===== config.mk =====
export PLATFORM = sky130hd
export DESIGN_NAME = wg_ordered_dispatch
export DESIGN_NICKNAME = d
export VERILOG_FILES = /design/src/rtl/wgd_pkg.sv /design/src/rtl/wgd_path.sv /design/src/rtl/wgd_ctrl.sv /design/src/rtl/wg_ordered_dispatch.sv
export SDC_FILE = /design/constraint.sdc
export NUM_CORES = 1
export LEC_CHECK = 0
export BUFFER_PORTS_ARGS = -buffer_cell sky130_fd_sc_hd__clkbuf_2
export CAP_MARGIN = 0
export CORE_MARGIN = 3
export CORE_UTILIZATION = 45
export DETAILED_ROUTE_END_ITERATION = 16
export PLACE_DENSITY = 0.66
export SLEW_MARGIN = 10
export SYNTH_ARGS = -nofsm -noshare
export SYNTH_HDL_FRONTEND = slang
export SYNTH_HIERARCHICAL = 1
export SYNTH_SLANG_ARGS = --single-unit
export TNS_END_PERCENT = 10

===== constraint.sdc =====
create_clock -name clk -period 3.7 [get_ports clk]
set_input_delay 0.74 -clock clk [delete_from_list [all_inputs] [get_ports clk]]
set_output_delay 0.74 -clock clk [all_outputs]
set_load 0.01 [all_outputs]

===== src/rtl/wgd_pkg.sv =====
package wgd_pkg;
  // Strobes from the control FSM to the datapath
  typedef struct packed {
    logic load;  // capture a new launch
    logic step;  // advance to the next index and engine
  } wgdStrobe_t;
endpackage


===== src/rtl/wgd_path.sv =====
module wgd_path
  import wgd_pkg::*;
#(
  parameter int NE    = 4,
  parameter int CPE   = 15,
  parameter int IDX_W = 16,
  parameter int THR_W = 11,
  parameter int MAXT  = 1024,
  localparam int MW    = NE * CPE,
  localparam int ENG_W = $clog2(NE)
) (
  input  logic              clk,
  input  logic              rstN,
  input  wgdStrobe_t        strobe,
  input  logic [IDX_W-1:0]  blockCount,
  input  logic [THR_W-1:0]  threadsPerBlock,
  input  logic [MW-1:0]     cuMask,
  input  logic [NE-1:0]     engReady,
  output logic              reqOk,
  output logic              curReady,
  output logic              lastBlk,
  output logic [ENG_W-1:0]  engSel,
  output logic [IDX_W-1:0]  blockIdx,
  output logic [THR_W-1:0]  blockThreads,
  output logic [CPE-1:0]    engCuEn
);
  logic [NE-1:0][CPE-1:0] sliceIn, sliceQ;
  logic [NE-1:0]          eligIn, eligQ;
  logic [ENG_W-1:0]       firstElig, nextEng, curQ;
  logic [IDX_W-1:0]       idxQ, cntQ;
  logic [THR_W-1:0]       thrQ;

  // De-interleave the flat mask: bit c*NE+e belongs to engine e, CU c
  for (genvar e = 0; e < NE; e++) begin : g_eng
    for (genvar c = 0; c < CPE; c++) begin : g_cu
      assign sliceIn[e][c] = cuMask[c*NE + e];
    end
    assign eligIn[e] = |sliceIn[e];
  end

  assign reqOk = (|eligIn) && (threadsPerBlock != '0) &&
                 (int'(threadsPerBlock) <= MAXT) && (blockCount != '0);

  // Lowest-numbered eligible engine of the incoming launch
  always_comb begin
    firstElig = '0;
    for (int e = NE - 1; e >= 0; e--) begin
      if (eligIn[e]) firstElig = ENG_W'(e);
    end
  end

  // Next eligible engine after the current one, cyclically
  always_comb begin
    logic found;
    logic [ENG_W-1:0] cand;
    found   = 1'b0;
    nextEng = curQ;
    for (int k = 1; k <= NE; k++) begin
      cand = ENG_W'((int'(curQ) + k) % NE);
      if (!found && eligQ[cand]) begin
        nextEng = cand;
        found   = 1'b1;
      end
    end
  end

  always_ff @(posedge clk) begin
    if (!rstN) begin
      sliceQ <= '0;
      eligQ  <= '0;
      curQ   <= '0;
      idxQ   <= '0;
      cntQ   <= '0;
      thrQ   <= '0;
    end else if (strobe.load) begin
      sliceQ <= sliceIn;
      eligQ  <= eligIn;
      curQ   <= firstElig;
      idxQ   <= '0;
      cntQ   <= blockCount;
      thrQ   <= threadsPerBlock;
    end else if (strobe.step) begin
      idxQ <= idxQ + 1'b1;
      curQ <= nextEng;
    end
  end

  assign curReady     = engReady[curQ];
  assign lastBlk      = (idxQ == cntQ - 1'b1);
  assign engSel       = curQ;
  assign blockIdx     = idxQ;
  assign blockThreads = thrQ;
  assign engCuEn      = sliceQ[curQ];
endmodule


===== src/rtl/wgd_ctrl.sv =====
module wgd_ctrl
  import wgd_pkg::*;
(
  input  logic       clk,
  input  logic       rstN,
  input  logic       startValid,
  input  logic       reqOk,
  input  logic       curReady,
  input  logic       lastBlk,
  output wgdStrobe_t strobe,
  output logic       busy,
  output logic       kernelDone,
  output logic       reqError
);
  typedef enum logic {ST_IDLE, ST_RUN} state_t;
  state_t stateQ;
  logic   finish, reject;

  assign busy        = (stateQ == ST_RUN);
  assign strobe.load = !busy && startValid && reqOk;
  assign reject      = !busy && startValid && !reqOk;
  assign strobe.step = busy && curReady && !lastBlk;
  assign finish      = busy && curReady && lastBlk;

  always_ff @(posedge clk) begin
    if (!rstN) begin
      stateQ     <= ST_IDLE;
      kernelDone <= 1'b0;
      reqError   <= 1'b0;
    end else begin
      kernelDone <= finish;
      reqError   <= reject;
      if (strobe.load)  stateQ <= ST_RUN;
      else if (finish)  stateQ <= ST_IDLE;
    end
  end
endmodule


===== src/rtl/wg_ordered_dispatch.sv =====
module wg_ordered_dispatch
  import wgd_pkg::*;
#(
  parameter int NE    = 4,
  parameter int CPE   = 15,
  parameter int IDX_W = 16,
  parameter int THR_W = 11,
  parameter int MAXT  = 1024
) (
  input  logic                clk,
  input  logic                rstN,
  input  logic                startValid,
  output logic                startReady,
  input  logic [IDX_W-1:0]    blockCount,
  input  logic [THR_W-1:0]    threadsPerBlock,
  input  logic [NE*CPE-1:0]   cuMask,
  output logic [NE-1:0]       engValid,
  input  logic [NE-1:0]       engReady,
  output logic [IDX_W-1:0]    blockIdx,
  output logic [THR_W-1:0]    blockThreads,
  output logic [CPE-1:0]      engCuEn,
  output logic                kernelDone,
  output logic                reqError
);
  localparam int ENG_W = $clog2(NE);

  wgdStrobe_t       strobe;
  logic             busy, reqOk, curReady, lastBlk;
  logic [ENG_W-1:0] engSel;

  wgd_ctrl u_ctrl (
    .clk(clk), .rstN(rstN), .startValid(startValid), .reqOk(reqOk),
    .curReady(curReady), .lastBlk(lastBlk), .strobe(strobe), .busy(busy),
    .kernelDone(kernelDone), .reqError(reqError)
  );

  wgd_path #(.NE(NE), .CPE(CPE), .IDX_W(IDX_W), .THR_W(THR_W), .MAXT(MAXT)) u_path (
    .clk(clk), .rstN(rstN), .strobe(strobe), .blockCount(blockCount),
    .threadsPerBlock(threadsPerBlock), .cuMask(cuMask), .engReady(engReady),
    .reqOk(reqOk), .curReady(curReady), .lastBlk(lastBlk), .engSel(engSel),
    .blockIdx(blockIdx), .blockThreads(blockThreads), .engCuEn(engCuEn)
  );

  for (genvar e = 0; e < NE; e++) begin : g_valid
    assign engValid[e] = busy && (engSel == ENG_W'(e));
  end

  assign startReady = !busy;
endmodule


**After elaboration in Yosys (flattened, before gate mapping)**

Index checks and enable logic that the tools add are counted.

- Register bits after elaboration: 112
- Input port bits: 94
- Output and inout port bits: 49
- Word-level logic and storage cells: 91

- $add $sub $neg: 6
- Order comparisons: 6
- Eq/ne operators: 4
- Muxes and demuxes: 27
- Bitwise operators: 1
- Reductions and logical operators: 35

Operators by type and width:

| cell | number |
|---|---|
| OR reduction 15 bit | 4 |
| OR reduction 60 bit | 1 |
| binary-select mux 15 bit (select 2 bit) | 1 |
| 2-to-1 mux 2 bit | 10 |
| adder 16 x 1 -> 16 bit, second input constant | 1 |
| == test 16 bit | 1 |
| logical AND 1 bit | 16 |
| nonzero test 16 bit | 1 |
| subtractor 16 x 1 -> 16 bit, second input constant | 1 |
| < comparator 2 x 3 -> 1 bit, second input constant | 5 |
| 2-to-1 mux 15 bit | 1 |
| <= comparator 11 bit, second input constant | 1 |
| nonzero test 11 bit | 1 |
| binary-select mux 1 bit (select 2 bit) | 5 |
| 2-to-1 mux 1 bit | 10 |
| logical NOT 1 bit | 6 |
| nonzero test 5 bit | 1 |
| adder 2 x 1 -> 2 bit, second input constant | 2 |
| adder 2 bit, second input constant | 2 |
| == test 2 bit, second input constant | 2 |
| nonzero test 2 bit | 2 |
| == test 2 x 1 -> 1 bit, second input constant | 1 |
| logical NOT 2 bit | 1 |
| AND reduction 2 bit | 1 |
| 2 further kinds | 2 |

**Logic depth before layout (Yosys ltp)**

- Word-level depth: 15
- Mapped depth: 15
- Gate-level depth less buffers: 13

**Hierarchy**

Netlist, hierarchy kept.

Modules (own cells, without submodules):

| module | times used | cells each | area each (um^2) | sequential area each (um^2) |
|---|---|---|---|---|
| wgd_path | 1 | 544 | 5253.8 | 2182.1 |
| wgd_ctrl | 1 | 13 | 108.9 | 60.1 |
| wg_ordered_dispatch | 1 | 5 | 41.3 | 0.0 |

**Worst setup path before layout**

OpenSTA, ideal clock, no wires.

- Path type: reg-to-reg
- Start: reg u_path.cntQ[0]
- End: reg u_path.idxQ[14], in the netlist u_path/blockIdx[14]
- Library setup time: 128 ps
- Arrival: 2782 ps
- Required time: 3572 ps
- Setup slack: 790 ps
- Stages on the path, launching flop included: 16
- Path buffers: 2
- Clock period less this slack: 2910 ps
- Cells stage by stage: dfxtp_1 inv_1 ha_1 or3b_2 o221ai_1 o221ai_1 o22ai_1 nor4_2 nor2_1 clkbuf_1 and3_1 clkbuf_1 nand4_1 nor3_1 xnor2_1 nor2_1

RTL lines:

| what | RTL line | text |
|---|---|---|
| start, declared | wgd_path.sv:30 | `logic [IDX_W-1:0] idxQ, cntQ;` |
| start signal, assigned | wgd_path.sv:80 | `cntQ <= blockCount;` |
| end signal, assigned | wgd_path.sv:83 | `idxQ <= idxQ + 1'b1;` |
| end, declared | wgd_path.sv:30 |  |

==> flow_summary.json <==
{
  "fin_util_pct": 56.4,
  "ctsRootBufferMaster": "clkbuf_16",
  "total_leakage_power_nw": 2.63,
  "tightest_slew_ps": 805,
  "min_period_ps": 3150,
  "cts-buffers-inserted": 9,
  "cp.required_ps": 3920,
  "postCtsSetupBuffers": 0,
  "path_max_fanout": 7,
  "async_reset_ff_share_pct": 0,
  "grt_max_degree": 94,
  "initial_core_util_pct": 46.7,
  "drc_errors": 0,
  "crit_family": "simple AND/OR/NAND/NOR gates",
  "slowest_stage": "or3b_2",
  "num-nets-final": 783,
  "cap_violations": 0,
  "path_class": "flip-flop to flip-flop",
  "hold_viol": 0,
  "crit_chain": "inv_1 > ha_1 > or3b_2 > o221ai_1 > o221ai_1 > o22ai_1 > nor4_2 > nor2_1 > buf_4 > and3_1 > nand4_1 > nor3_1 > xnor2_1 > nor2_1",
  "end_kind": "flip-flop",
  "p_per_area_mw_per_mm2": 416,
  "io_pins": 143,
  "drt_pass1_iterations": 5,
  "ys_warn_count": 6,
  "fin_cells": 834,
  "ctsLongestPathBuffers": 2,
  "core-area_mm2": 0.0116,
  "synth_ff_type": "dfxtp_1",
  "cp_num_buf_inv": 2,
  "skew_ps": 9.96,
  "final_common_cell": "clkbuf_2",
  "wirelength_mm": 14.4,
  "ys_seq_area_share_pct": 41.5,
  "die-area_mm2": 0.0134,
  "rows": 39,
  "place.port_buffers": 142,
  "nFillCells": 1049,
  "hold_class": "flip-flop to flip-flop",
  "tritoncts": "yes",
  "ys_types": 59,
  "vias": 4601,
  "die_w_um": 116,
  "area_growth_pct": 20.6,
  "syn-cell-area_mm2": 0.00540,
  "post_cts_resized": 0,
  "slew_headroom_pct": 46.3,
  "fp.dieH_um": 116,
  "fin_ws_ps": 553,
  "maxSlewViolCount": 0,
  "max_stage_delay_ps": 470,
  "fmax_mhz": 318,
  "gp_congestion": 0.862,
  "track_usage_pct": 21.4,
  "antenna_found_initial": 0,
  "ctsHoldBuffers": 0,
  "hpwl_mm": 10.9,
  "grt_pass1_vias": 4384,
  "worst_setup_path_start_kind": "flip-flop",
  "status": "completed",
  "grt_setup_unrepaired": "no",
  "wl_per_cell_um": 17.2,
  "ant_nets": 0,
  "via_per_inst": 5.52,
  "worstPathArrival_ps": 3370,
  "dp_cells": 819,
  "preCtsSetupSlack_ps": 415,
  "clk_pin_slew_ps": 70,
  "period_share_pct": 85.0,
  "cts.sink_count": 112,
  "tns_ps": 0,
  "clock_latency_ps": 350,
  "synth_edf_count": 0,
  "cts_max_level": 3,
  "first_iter_violations": 392,
  "synth_seq_cells": 112,
  "syn-num-nets": 658,
  "power.total_mw": 2.71,
  "drive_gt1_share_pct": 28.1,
  "mostFrequentLayoutCells": "clkbuf_2, nor2_1, dfxtp_1",
  "diodes": 0,
  "grt-ovfl-total": 0,
  "grt_pass1_wl_mm": 22.3,
  "irDropWorstVdd_mv": 0.241,
  "syn_inst": 562,
  "synth_area_per_cell_um2": 9.62,
  "finalSetupViolCount": 0
}
==> power breakdown <==
| group | internal, mW | leakage [nW] | switching [mW] |
|---|---|---|---|
| sequential | 1.26 | 0.913 | 0.0487 |
| clock | 0.560 | 0.148 | 0.433 |
| combinational | 0.197 | 1.57 | 0.215 |
| total | 2.01 | 2.63 | 0.697 |
==> path summary, 6_finish.rpt <==
path / startpoint / end / slack (ps) / cells after the start
worst min-delay path: u_path/sliceQ[38]$_SDFFE_PN0P_ / u_path/sliceQ[38]$_SDFFE_PN0P_ / 490 / 2
worst max-delay path: u_path/cntQ[0]$_SDFFE_PN0P_ / u_path/blockIdx[14]$_SDFFE_PP0P_ / 550 / 14
worst max register to register: u_path/cntQ[0]$_SDFFE_PN0P_ / u_path/blockIdx[14]$_SDFFE_PP0P_ / 550 / 14
worst min register to register: u_path/sliceQ[38]$_SDFFE_PN0P_ / u_path/sliceQ[38]$_SDFFE_PN0P_ / 490 / 2
==> final cells by class <==
type	count	area, um2	area share, %
clock inverters	4	51.3	0.787
flip-flops and latches	112	2240	34.4
clock buffers	11	253	3.88
multi-input cells	405	2980	45.7
repair buffers	149	776	11.9
inverters	10	37.5	0.576
well taps	143	179	2.75
==> logic make-up after synthesis <==
logic type / synth area share, %
xor+xnor: 5.19
buf+inv: 3.52
fa+ha+maj: 0.463
compound gates: 5.00
mux: 23.2
simple gates: 21.2
flops: 41.5
==> through the flow <==
| stage | instance area [um2] | hold slack, ps |
|---|---|---|
| after floorplan | 5400 | 455 |
| after global placement | 6210 | 468 |
| after detailed placement | 6210 | 481 |
| after CTS | 6520 | 498 |
| after global routing | 6520 | 522 |
| final | 6520 | 492 |
==> flip-flops by register name, summed over array words and instances, names as in the netlist <==
name and cells:
u_ctrl/kernelDone 1, u_path/sliceQ 60, u_path/eligQ 4, u_path/engSel 2, u_path/blockIdx 16, u_ctrl/busy 1
u_path/blockThreads 11, u_ctrl/reqError 1, u_path/cntQ 16
==> cells in the mapped netlist, types with 6 or more instances <==
cell / count / area share [%]
nor2_1: 117 / 8.1
dfxtp_1: 112 / 41
mux2i_1: 89 / 16
clkbuf_1: 22 / 1.5
nor4_1: 21 / 2.4
xnor2_1: 21 / 3.4
nand2_1: 18 / 1.3
mux4_2: 16 / 6.7
a21oi_1: 11 / 1.0
xor2_1: 11 / 1.8
nand4_1: 10 / 1.2
nor3_1: 10 / 0.93
inv_1: 9 / 0.63
o21ai_0: 8 / 0.74
buf_2: 7 / 0.65
nand3_1: 7 / 0.65
nand3b_1: 6 / 0.83
==> per-layer routing <==
layer / up-vias / global-route usage (%) / share of wire, %
met1: 2153 / 28.0 / 44
met5: - / 0 / 0
li1: 2265 / - / -
met3: 21 / 3.92 / 5.6
met2: 162 / 35.4 / 48
met4: 0 / 8.22 / 1.8
==> tightest hold or removal path: cells and delay by family, from the launching register on <==
| kind | cells | cell delay [ps] |
|---|---|---|
| flops | 1 | 320 |
| mux | 1 | 60 |
| simple gates | 1 | 70 |
Note: power is estimated with default switching activity, not from simulation.
